--- src/rtl/dacw_pkg.sv ---
package dacw_pkg;

    typedef enum logic [2:0] {
        ST_IDLE,
        ST_SEL,
        ST_LOW,
        ST_HIGH,
        ST_TAIL,
        ST_LOAD,
        ST_REC,
        ST_CLR
    } wr_state_e;

    typedef struct packed {
        wr_state_e st;
        logic      cs_n;
        logic      sclk;
        logic      ld_n;
        logic      clr_n;
        logic      ready;
        logic      pend;
    } ctl_t;

    // cycles of period_ps needed to cover ns, never fewer than one
    function automatic int ns_to_cyc(input int ns, input int period_ps);
        int c;
        c = (ns * 1000 + period_ps - 1) / period_ps;
        return (c < 1) ? 1 : c;
    endfunction

    function automatic int imax(input int a, input int b);
        return (a > b) ? a : b;
    endfunction

endpackage

--- src/rtl/dacw_phase_timer.sv ---
module dacw_phase_timer #(
    parameter int CNT_W = 4
) (
    input  logic             clk,
    input  logic             rst_n,
    input  logic             load,
    input  logic [CNT_W-1:0] load_val,
    output logic             done
);

    logic [CNT_W-1:0] cnt_d, cnt_q;

    always_comb begin
        cnt_d = cnt_q;
        if (load)
            cnt_d = load_val;
        else if (cnt_q != '0)
            cnt_d = cnt_q - 1'b1;
    end

    always_ff @(posedge clk or negedge rst_n) begin
        if (!rst_n) cnt_q <= '0;
        else        cnt_q <= cnt_d;
    end

    assign done = (cnt_q == '0);

    // a phase is never cut short by a reload
    a_r5_phase_complete: assert property (@(posedge clk) disable iff (!rst_n)
        load |-> done);

endmodule

--- src/rtl/dacw_shifter.sv ---
module dacw_shifter #(
    parameter int DATA_W = 12
) (
    input  logic              clk,
    input  logic              rst_n,
    input  logic              load,
    input  logic [DATA_W-1:0] load_data,
    input  logic              shift,
    output logic              msb,
    output logic              last
);

    localparam int BIT_W = (DATA_W > 1) ? $clog2(DATA_W) : 1;

    logic [DATA_W-1:0] sh_d, sh_q;
    logic [BIT_W-1:0]  left_d, left_q;

    always_comb begin
        sh_d   = sh_q;
        left_d = left_q;
        if (load) begin
            sh_d   = load_data;
            left_d = BIT_W'(DATA_W - 1);
        end else if (shift) begin
            sh_d   = {sh_q[DATA_W-2:0], 1'b0};
            left_d = left_q - 1'b1;
        end
    end

    always_ff @(posedge clk or negedge rst_n) begin
        if (!rst_n) begin
            sh_q   <= '0;
            left_q <= '0;
        end else begin
            sh_q   <= sh_d;
            left_q <= left_d;
        end
    end

    assign msb  = sh_q[DATA_W-1];
    assign last = (left_q == '0);

    // never shift beyond the final bit of a word
    a_r4_no_extra_shift: assert property (@(posedge clk) disable iff (!rst_n)
        shift |-> !last);

endmodule

--- src/rtl/dac_serial_writer.sv ---
module dac_serial_writer #(
    parameter int DATA_W        = 12,
    parameter int CLK_PERIOD_PS = 10000,
    parameter int T_SCLK_HI_NS  = 30,
    parameter int T_SCLK_LO_NS  = 30,
    parameter int T_SEL_NS      = 30,
    parameter int T_DESEL_NS    = 20,
    parameter int T_LD_SU_NS    = 15,
    parameter int T_LD_PW_NS    = 20,
    parameter int T_LD_REC_NS   = 10,
    parameter int T_CLR_PW_NS   = 30
) (
    input  logic              clk,
    input  logic              rst_n,
    input  logic              wr_valid,
    input  logic [DATA_W-1:0] wr_data,
    output logic              wr_ready,
    input  logic              clr_req,
    output logic              dac_cs_n,
    output logic              dac_sclk,
    output logic              dac_sdi,
    output logic              dac_ld_n,
    output logic              dac_clr_n
);
    import dacw_pkg::*;

    localparam int C_HI   = ns_to_cyc(T_SCLK_HI_NS, CLK_PERIOD_PS);
    localparam int C_LO   = ns_to_cyc(T_SCLK_LO_NS, CLK_PERIOD_PS);
    localparam int C_SEL  = ns_to_cyc(T_SEL_NS,     CLK_PERIOD_PS);
    localparam int C_TAIL = imax(ns_to_cyc(T_DESEL_NS, CLK_PERIOD_PS),
                                 ns_to_cyc(T_LD_SU_NS, CLK_PERIOD_PS));
    localparam int C_LDW  = ns_to_cyc(T_LD_PW_NS,   CLK_PERIOD_PS);
    localparam int C_REC  = ns_to_cyc(T_LD_REC_NS,  CLK_PERIOD_PS);
    localparam int C_CLR  = ns_to_cyc(T_CLR_PW_NS,  CLK_PERIOD_PS);
    localparam int C_MAX  = imax(imax(imax(C_HI, C_LO), imax(C_SEL, C_TAIL)),
                                 imax(imax(C_LDW, C_REC), C_CLR));
    localparam int CNT_W  = $clog2(C_MAX + 1);

    ctl_t             ctl_d, ctl_q;
    logic             t_load, t_done;
    logic [CNT_W-1:0] t_val;
    logic             sh_load, sh_shift, sh_msb, sh_last;

    dacw_phase_timer #(.CNT_W(CNT_W)) u_timer (
        .clk      (clk),
        .rst_n    (rst_n),
        .load     (t_load),
        .load_val (t_val),
        .done     (t_done)
    );

    dacw_shifter #(.DATA_W(DATA_W)) u_shift (
        .clk       (clk),
        .rst_n     (rst_n),
        .load      (sh_load),
        .load_data (wr_data),
        .shift     (sh_shift),
        .msb       (sh_msb),
        .last      (sh_last)
    );

    always_comb begin
        ctl_d    = ctl_q;
        t_load   = 1'b0;
        t_val    = '0;
        sh_load  = 1'b0;
        sh_shift = 1'b0;
        if (ctl_q.st != ST_IDLE)
            ctl_d.pend = ctl_q.pend | clr_req;
        unique case (ctl_q.st)
            ST_IDLE: begin
                if (ctl_q.pend) begin
                    ctl_d.st    = ST_CLR;
                    ctl_d.clr_n = 1'b0;
                    ctl_d.pend  = 1'b0;
                    t_load      = 1'b1;
                    t_val       = CNT_W'(C_CLR - 1);
                end else if (wr_valid && ctl_q.ready) begin
                    ctl_d.st   = ST_SEL;
                    ctl_d.cs_n = 1'b0;
                    ctl_d.pend = clr_req;
                    sh_load    = 1'b1;
                    t_load     = 1'b1;
                    t_val      = CNT_W'(C_SEL - 1);
                end else if (clr_req) begin
                    ctl_d.st    = ST_CLR;
                    ctl_d.clr_n = 1'b0;
                    t_load      = 1'b1;
                    t_val       = CNT_W'(C_CLR - 1);
                end
            end
            ST_SEL: if (t_done) begin
                ctl_d.st   = ST_LOW;
                ctl_d.sclk = 1'b0;
                t_load     = 1'b1;
                t_val      = CNT_W'(C_LO - 1);
            end
            ST_LOW: if (t_done) begin
                ctl_d.st   = ST_HIGH;
                ctl_d.sclk = 1'b1;
                t_load     = 1'b1;
                t_val      = CNT_W'(C_HI - 1);
            end
            ST_HIGH: if (t_done) begin
                t_load = 1'b1;
                if (sh_last) begin
                    ctl_d.st = ST_TAIL;
                    t_val    = CNT_W'(C_TAIL - 1);
                end else begin
                    ctl_d.st   = ST_LOW;
                    ctl_d.sclk = 1'b0;
                    sh_shift   = 1'b1;
                    t_val      = CNT_W'(C_LO - 1);
                end
            end
            ST_TAIL: if (t_done) begin
                ctl_d.st   = ST_LOAD;
                ctl_d.cs_n = 1'b1;
                ctl_d.ld_n = 1'b0;
                t_load     = 1'b1;
                t_val      = CNT_W'(C_LDW - 1);
            end
            ST_LOAD: if (t_done) begin
                ctl_d.st   = ST_REC;
                ctl_d.ld_n = 1'b1;
                t_load     = 1'b1;
                t_val      = CNT_W'(C_REC - 1);
            end
            ST_REC: if (t_done) ctl_d.st = ST_IDLE;
            ST_CLR: if (t_done) begin
                ctl_d.st    = ST_IDLE;
                ctl_d.clr_n = 1'b1;
            end
            default: ctl_d.st = ST_IDLE;
        endcase
        ctl_d.ready = (ctl_d.st == ST_IDLE) && !ctl_d.pend;
    end

    always_ff @(posedge clk or negedge rst_n) begin
        if (!rst_n) begin
            ctl_q <= '{st: ST_IDLE, cs_n: 1'b1, sclk: 1'b1, ld_n: 1'b1,
                       clr_n: 1'b1, ready: 1'b1, pend: 1'b0};
        end else begin
            ctl_q <= ctl_d;
        end
    end

    assign wr_ready  = ctl_q.ready;
    assign dac_cs_n  = ctl_q.cs_n;
    assign dac_sclk  = ctl_q.sclk;
    assign dac_ld_n  = ctl_q.ld_n;
    assign dac_clr_n = ctl_q.clr_n;
    assign dac_sdi   = sh_msb;

    // latch stays closed while the word is being shifted
    a_r7_ld_high_while_selected: assert property (@(posedge clk) disable iff (!rst_n)
        !dac_cs_n |-> dac_ld_n);

    // serial clock parks high when deselected
    a_r11_sclk_idle_high: assert property (@(posedge clk) disable iff (!rst_n)
        dac_cs_n |-> dac_sclk);

    // clear pulse never overlaps a transfer or load
    a_r9_clr_isolated: assert property (@(posedge clk) disable iff (!rst_n)
        !dac_clr_n |-> (dac_cs_n && dac_ld_n));

    // no handshake while the link is busy
    a_r2_busy_not_ready: assert property (@(posedge clk) disable iff (!rst_n)
        (!dac_cs_n || !dac_ld_n || !dac_clr_n) |-> !wr_ready);

    // data steady across each rising serial clock
    a_r4_sdi_steady_at_rise: assert property (@(posedge clk) disable iff (!rst_n)
        $rose(dac_sclk) |-> $stable(dac_sdi));

    // data held through the high phase while selected
    a_r4_sdi_hold_high: assert property (@(posedge clk) disable iff (!rst_n)
        (!dac_cs_n && $past(!dac_cs_n) && dac_sclk && $past(dac_sclk)) |-> $stable(dac_sdi));

endmodule

--- config.mk ---
export PLATFORM = sky130hd
export DESIGN_NAME = dac_serial_writer
export DESIGN_NICKNAME = d
export VERILOG_FILES = /design/src/rtl/dacw_pkg.sv /design/src/rtl/dacw_phase_timer.sv /design/src/rtl/dacw_shifter.sv /design/src/rtl/dac_serial_writer.sv
export SDC_FILE = /design/constraint.sdc
export NUM_CORES = 1
export LEC_CHECK = 0
export BUFFER_PORTS_ARGS = -buffer_cell sky130_fd_sc_hd__buf_2
export CAP_MARGIN = 10
export CORE_MARGIN = 3
export CORE_UTILIZATION = 60
export CTS_BUF_LIST = sky130_fd_sc_hd__clkbuf_4 sky130_fd_sc_hd__clkbuf_8 sky130_fd_sc_hd__clkbuf_16
export DETAILED_ROUTE_END_ITERATION = 12
export MAX_ROUTING_LAYER = met4
export PLACE_DENSITY = 0.83
export SKIP_LAST_GASP = 1
export SYNTH_ARGS = -nofsm -noshare
export SYNTH_HDL_FRONTEND = slang
export SYNTH_SLANG_ARGS = --single-unit
--- constraint.sdc ---
create_clock -name clk -period 5.8 [get_ports clk]
set_clock_uncertainty 0.2 [all_clocks]
set_input_delay 0.29 -clock clk [delete_from_list [all_inputs] [get_ports clk]]
set_output_delay 0.29 -clock clk [all_outputs]
set_load 0.01 [all_outputs]
Yosys cells after proc, flatten, opt, wreduce, memory -nomap -nowiden
Cells that the tools add are included.
{"block": "totals", "register_bits": 27, "wordCells": 106}
{"block": "classes", "n_addsub": 2, "n_eq_ne": 18, "muxes": 53, "n_bitwise": 1, "reduce_logical": 22}
{"op": "$mux W3", "count": 9}
{"op": "$mux W1", "count": 24}
{"op": "$mux W12", "count": 2}
{"op": "$pmux W3 S7", "count": 1}
{"op": "$ne A2 B2 Y1 const B", "count": 9}
{"op": "$mux W2", "count": 8}
{"op": "$eq A3 B3 Y1 const B", "count": 4}
{"op": "$mux W4", "count": 3}
{"op": "$reduce_bool A2 Y1", "count": 6}
{"op": "$pmux W1 S2", "count": 4}
{"op": "$pmux W2 S4", "count": 1}
{"op": "$reduce_and A4 Y1", "count": 2}
{"op": "$eq A3 B2 Y1 const B", "count": 2}
{"op": "$logic_not A3 Y1", "count": 2}
{"op": "$ne A3 B3 Y1 const B", "count": 2}
{"op": "$reduce_bool A3 Y1", "count": 2}
{"op": "$reduce_and A5 Y1", "count": 1}
{"op": "$reduce_or A5 Y1", "count": 1}
{"op": "$logic_not A4 Y1", "count": 1}
{"op": "$reduce_or A2 Y1", "count": 2}
{"op": "$sub A4 B1 Y4 const B", "count": 1}
{"op": "$eq A3 B1 Y1 const B", "count": 1}
{"op": "$pmux W1 S3", "count": 1}
{"op": "$reduce_and A3 Y1", "count": 1}
{"op": "other kinds (5)", "count": 6}

Logic depth before layout (Yosys ltp)
{"block": "logic_depth", "depth_word": 7, "depth_mapped": 9, "mapped_depth_nobuf": 6}

By module
From an unflattened synthesis, not the netlist that was laid out.
{"block": "hier_totals", "cells_unflattened": 147, "hier_area_um2": 1435.1}
{"mod": "dacw_shifter", "instances": 1, "cells_per_inst": 73, "area_each_um2": 789.5}
{"mod": "dac_serial_writer", "instances": 1, "cells_per_inst": 62, "area_each_um2": 531.8}
{"mod": "dacw_phase_timer", "instances": 1, "cells_per_inst": 12, "area_each_um2": 113.9}

Worst setup path after synthesis
OpenSTA, ideal clock, no wires.
{"block": "synth_path", "kind": "register -> register", "startpoint": "register u_shift.left_q[0]", "endpoint": "register u_shift.sh_q[11]", "setup_time_ps": 118, "t_arrival_ps": 1773, "setup_slack_ps": 3709, "stages_incl_launch_ff": 10, "period_less_slack_ps": 2091, "path_cell_list": "dfrtp_1 -> inv_1 -> ha_1 -> or3b_1 -> buf_2 -> and2_4 -> buf_6 -> buf_6 -> a22o_1 -> a21o_1"}
{"block": "synth_via", "elab_chain_cells": 5}
{"item": "start: declaration", "line": "dacw_shifter.sv:16", "source": "logic [BIT_W-1:0] left_d, left_q;"}
{"item": "start signal: assignment", "line": "dacw_shifter.sv:36", "source": "left_q <= left_d;"}
{"item": "$logic_not A4 Y1", "line": "dacw_shifter.sv:41", "source": "assign last = (left_q == '0);"}
{"item": "$mux W1", "line": "dac_serial_writer.sv:106", "source": "if (sh_last) begin"}
{"item": "$mux W1", "line": "dac_serial_writer.sv:104", "source": "ST_HIGH: if (t_done) begin"}
{"item": "$mux W1", "line": "dac_serial_writer.sv:70", "source": "unique case (ctl_q.st)"}
{"item": "$reduce_bool A2 Y1 (no line)"}
{"item": "end signal: assignment", "line": "dacw_shifter.sv:32", "source": "sh_q <= '0;"}
{"item": "end signal: assignment", "line": "dacw_shifter.sv:35", "source": "sh_q <= sh_d;"}
{"item": "end: declaration", "line": "dacw_shifter.sv:15", "source": "logic [DATA_W-1:0] sh_d, sh_q;"}
Every way passes these cells.
A chain may end at the register's enable or synchronous reset.

Worst setup path in the final report
{"block": "layout_path", "startpoint": "register ctl_q[7] (netlist name)", "endpoint": "register u_shift.sh_q[7]"}
{"block": "layout_via", "elab_chain_cells": 3, "elab_cells_between_ends": 6}
{"item": "start: declaration", "line": "dac_serial_writer.sv:39", "source": "ctl_t ctl_d, ctl_q;"}
{"item": "start signal: assignment", "line": "dac_serial_writer.sv:141", "source": "ctl_q <= '{st: ST_IDLE, cs_n: 1'b1, sclk: 1'b1, ld_n: 1'b1,"}
{"item": "start signal: assignment", "line": "dac_serial_writer.sv:144", "source": "ctl_q <= ctl_d;"}
{"item": "$eq A3 B2 Y1 / $logic_not A3 Y1 (equally long branches)", "line": "dac_serial_writer.sv:70"}
{"item": "$mux W1", "line": "dac_serial_writer.sv:70"}
{"item": "$reduce_bool A2 Y1 (no line) / $mux W12 (equally long branches)"}
Several ways; a longest one is shown, not always the timed one.

==> flow_summary.yaml <==
run_status:
  run_status: "finished clean"
synthesis:
  dominantRegCellSynth: "sky130_fd_sc_hd__dfrtp_1"
  synth-simple-area-share: 0.159
  ys_ff_latch: 27
  postSynthNetCount: 170
  synth_mux_area_frac: 0.0353
  synthXorXnorAreaFrac: 0.0230
  ys_warn_count: 0
  synth_sequential_area_ratio: 0.448
  synth-compound-area-share: 0.247
  largest_family_of_logic_cells_by_synthesized_area: "compound AO/OA/AOI/OAI gates"
  synthAdderAreaFrac: 0.0329
  postSynthAreaPerCell_um2: 10.2
  synth-async-reset-ratio: 1.00
  number_of_enable_type_register_cells_in_the_synthesized_netlist: 0
  synth.cell_area_um2: 1520
  post_syn_instances: 150
  synth_cell_types: 46
grt:
  grt_pass1_vias: 1168
  grt.overflow.total: 0
  grt_pass1_wl_um: 5330
  grt_max_degree: 28
  overall_global_routing_usage: 0.212
  grt_antenna_before_repair: 0
setup_path:
  critPathLaunch: "ctl_q[7]"
  timing.critical_path.depth: 4
  cp_max_fo: 20
  arrival_ns: 2.38
  critPathMaxStageDelay_ns: 0.62
  crit_path_end_kind: "register"
  timing.reg2reg.worst_path_depth: 4
  worst_path_max_delay_cell: "sky130_fd_sc_hd__dfrtp_1"
  worstPathCellList: "or3_4, nor3_4, nor2_2, a21o_1"
  critPathRequiredTime_ns: 5.85
  path_buf_inv: 0
  worstSetupPathType: "register to register"
  worstReg2RegEnd: "u_shift.sh_q[7]"
  regToRegSetupSlack_ns: 3.47
  crit-reg2reg-launch: "ctl_q[7]"
  worst_setup_path_start_kind: "register"
  timing.critical_path.to: "u_shift.sh_q[7]"
  critical-path-top-delay-family: "simple AND/OR/NAND/NOR gates"
clock_network:
  cts_tree: "done"
  h-tree-depth: 1
  cts_buffer_depth: 2
  post_cts.repair.setup_buffers: 0
  clk_root_buffer_cell: "sky130_fd_sc_hd__clkbuf_4"
  number_of_buffers_created_by_cts: 3
  clk_transition_reported_paths_ns: 0.16
  numClockSinks: 27
  worst_skew_late_latency_ns: 0.33
floorplan:
  fp.dieArea_um2: 3180
  design.core.area_um2: 2320
  io-pin-count: 22
  dieHeight_um: 56.4
  dieWidth_um: 56.4
  rows: 17
  initial_utilization: 0.657
routing:
  drt.antenna.violating_nets: 0
  drcViolationCount: 0
  first_pass_iters: 4
  routed_wire_length_per_instance_um: 15.8
  wl_um: 3070
  dr_total_vias: 1238
  initialDrtViolationCount: 75
  via_per_inst: 6.35
min_path:
  min-delay-path-class: "primary input to register"
  hold_path_depth: 3
timing:
  tns_ns: 0
  final_max_slew_viol_count: 0
  post-route-period-util: 0.402
  slew_headroom: 0.561
  setup_viol_count_final: 0
  rsz0062_at_grt: "no"
  finalWorstPathRequiredPeriod_ns: 2.33
  report.final.hold_viol_count: 0
  worst_margin_slew_ns: 0.642
  timing.fmax_mhz: 428
finish:
  fin_nets: 188
  layout_commonest_cell: "sky130_fd_sc_hd__dfrtp_1"
  n_fill_cell: 172
  multiInputGateArea_um2: 757
  finish.instance_area_um2: 1660
  insertedDiodeCount: 0
  sequential_cell_area_um2: 682
  drive_gt1_frac: 0.228
  layout-area-overhead-vs-synth_pct: 8.87
  mostFrequentLayoutCells: "22 x sky130_fd_sc_hd__dfrtp_1, 21 x sky130_fd_sc_hd__buf_2, 13 x sky130_fd_sc_hd__nand2_1, 12 x sky130_fd_sc_hd__a21o_1, 11 x sky130_fd_sc_hd__a22o_1"
placed_design:
  placement.cell_area_um2: 1600
  port-buffer-count: 21
  routability_congestion_estimate: 0.831
  dpl.hpwl_um: 2180
flow_run:
  max_capacitance_violation_total: 0
power:
  reported_leakage_power_nw: 0.852
  power_density_nw_per_um2: 171
  vdd.ir_drop.worst_uv: 164
-- metrics by stage --
| step | instances | setup slack [ns] | utilization | total power [mW] | hold WS [ns] |
|---|---|---|---|---|---|
| floorplan | 150 | 3.71 | - | 0.192 | -0.206 |
| global route | 195 | 3.30 | 0.715 | 0.294 | 0.0215 |
| finish | 195 | 3.47 | 0.715 | 0.284 | 0.0399 |
| global placement | 188 | 3.53 | 0.689 | 0.201 | 0.123 |
| detailed placement | 188 | 3.47 | 0.689 | 0.201 | 0.132 |
| CTS | 195 | 3.46 | 0.715 | 0.285 | 0.0409 |
-- area by class of cell --
type | instances | area share
clock buffers | 3 | 0.0136
clock inverters | 1 | 0.00453
inverters | 5 | 0.0113
multi-input cells | 107 | 0.457
flip-flops and latches | 27 | 0.411
well taps | 28 | 0.0211
repair buffers | 24 | 0.0815
-- layer usage --
metal / up-vias / part of all wire / GRT usage
met5: - / 0 / -
met4: 0 / 0.015 / 0.0712
met3: 8 / 0.064 / 0.0276
met2: 57 / 0.46 / 0.324
met1: 583 / 0.46 / 0.294
li1: 590 / - / -
-- cells by family (layout without fill, tap and decap cells) --
family / count (synthesis) / after routing
buf+inv: 16 / 33
mux: 5 / 5
compound gates: 51 / 51
xor+xnor: 4 / 4
simple gates: 43 / 43
flops: 27 / 27
fa+ha+maj: 4 / 4
-- worst min-delay path, delay by kind of cell --
kind / cells / cell delay (ns)
buffers and inverters: 1 / 0.08
AO/OA/AOI/OAI: 2 / 0.18
-- power breakdown --
part | leakage (nW) | switching [mW] | total (mW) | internal [mW]
registers | 0.329 | 0.0000000000000000769 | 0.189 | 0.189
logic | 0.509 | 0.00581 | 0.0107 | 0.00487
clock network | 0.0139 | 0.0584 | 0.0848 | 0.0264
total | 0.852 | 0.0642 | 0.284 | 0.220
-- worst min-delay path by stage --
stage	startpoint	end	slack (ns)
5_1_grt	wr_data[3]	u_shift.sh_q[3]	0.02
2_1_floorplan	rst_n	ctl_q[0]	-0.21
3_3_place_gp	rst_n	u_timer.cnt_q[1]	0.12
6_report	wr_data[3]	u_shift.sh_q[3]	0.04
3_5_place_dp	rst_n	u_shift.left_q[0]	0.13
4_1_cts	wr_data[3]	u_shift.sh_q[3]	0.04
-- state kept, by name (all words and copies together) (netlist names) --
signal,count
dac_cs_n,1
u_shift.sh_q,12
dac_clr_n,1
u_timer.cnt_q,2
dac_ld_n,1
wr_ready,1
u_shift.left_q,4
dac_sclk,1
ctl_q,4
-- synthesized netlist by cell type, types with 4 or more instances --
master,n,area (um2)
sky130_fd_sc_hd__inv_1,5,18.8
sky130_fd_sc_hd__o21ai_0,7,35.0
sky130_fd_sc_hd__dfstp_2,5,131
sky130_fd_sc_hd__buf_2,4,20.0
sky130_fd_sc_hd__ha_1,4,50.1
sky130_fd_sc_hd__a21oi_1,7,35.0
sky130_fd_sc_hd__nor2_1,6,22.5
sky130_fd_sc_hd__a22o_1,11,96.3
sky130_fd_sc_hd__nor2b_1,6,37.5
sky130_fd_sc_hd__nand2_1,13,48.8
sky130_fd_sc_hd__a21o_1,12,90.1
sky130_fd_sc_hd__dfrtp_1,22,551
-- repair_timing --
item | in CTS | in global routing
hold buffers | 3 | 0
resized for setup | 0 | 0
hold endpoints to repair | 24 | 0
Note: power is estimated with default switching activity, not from simulation.
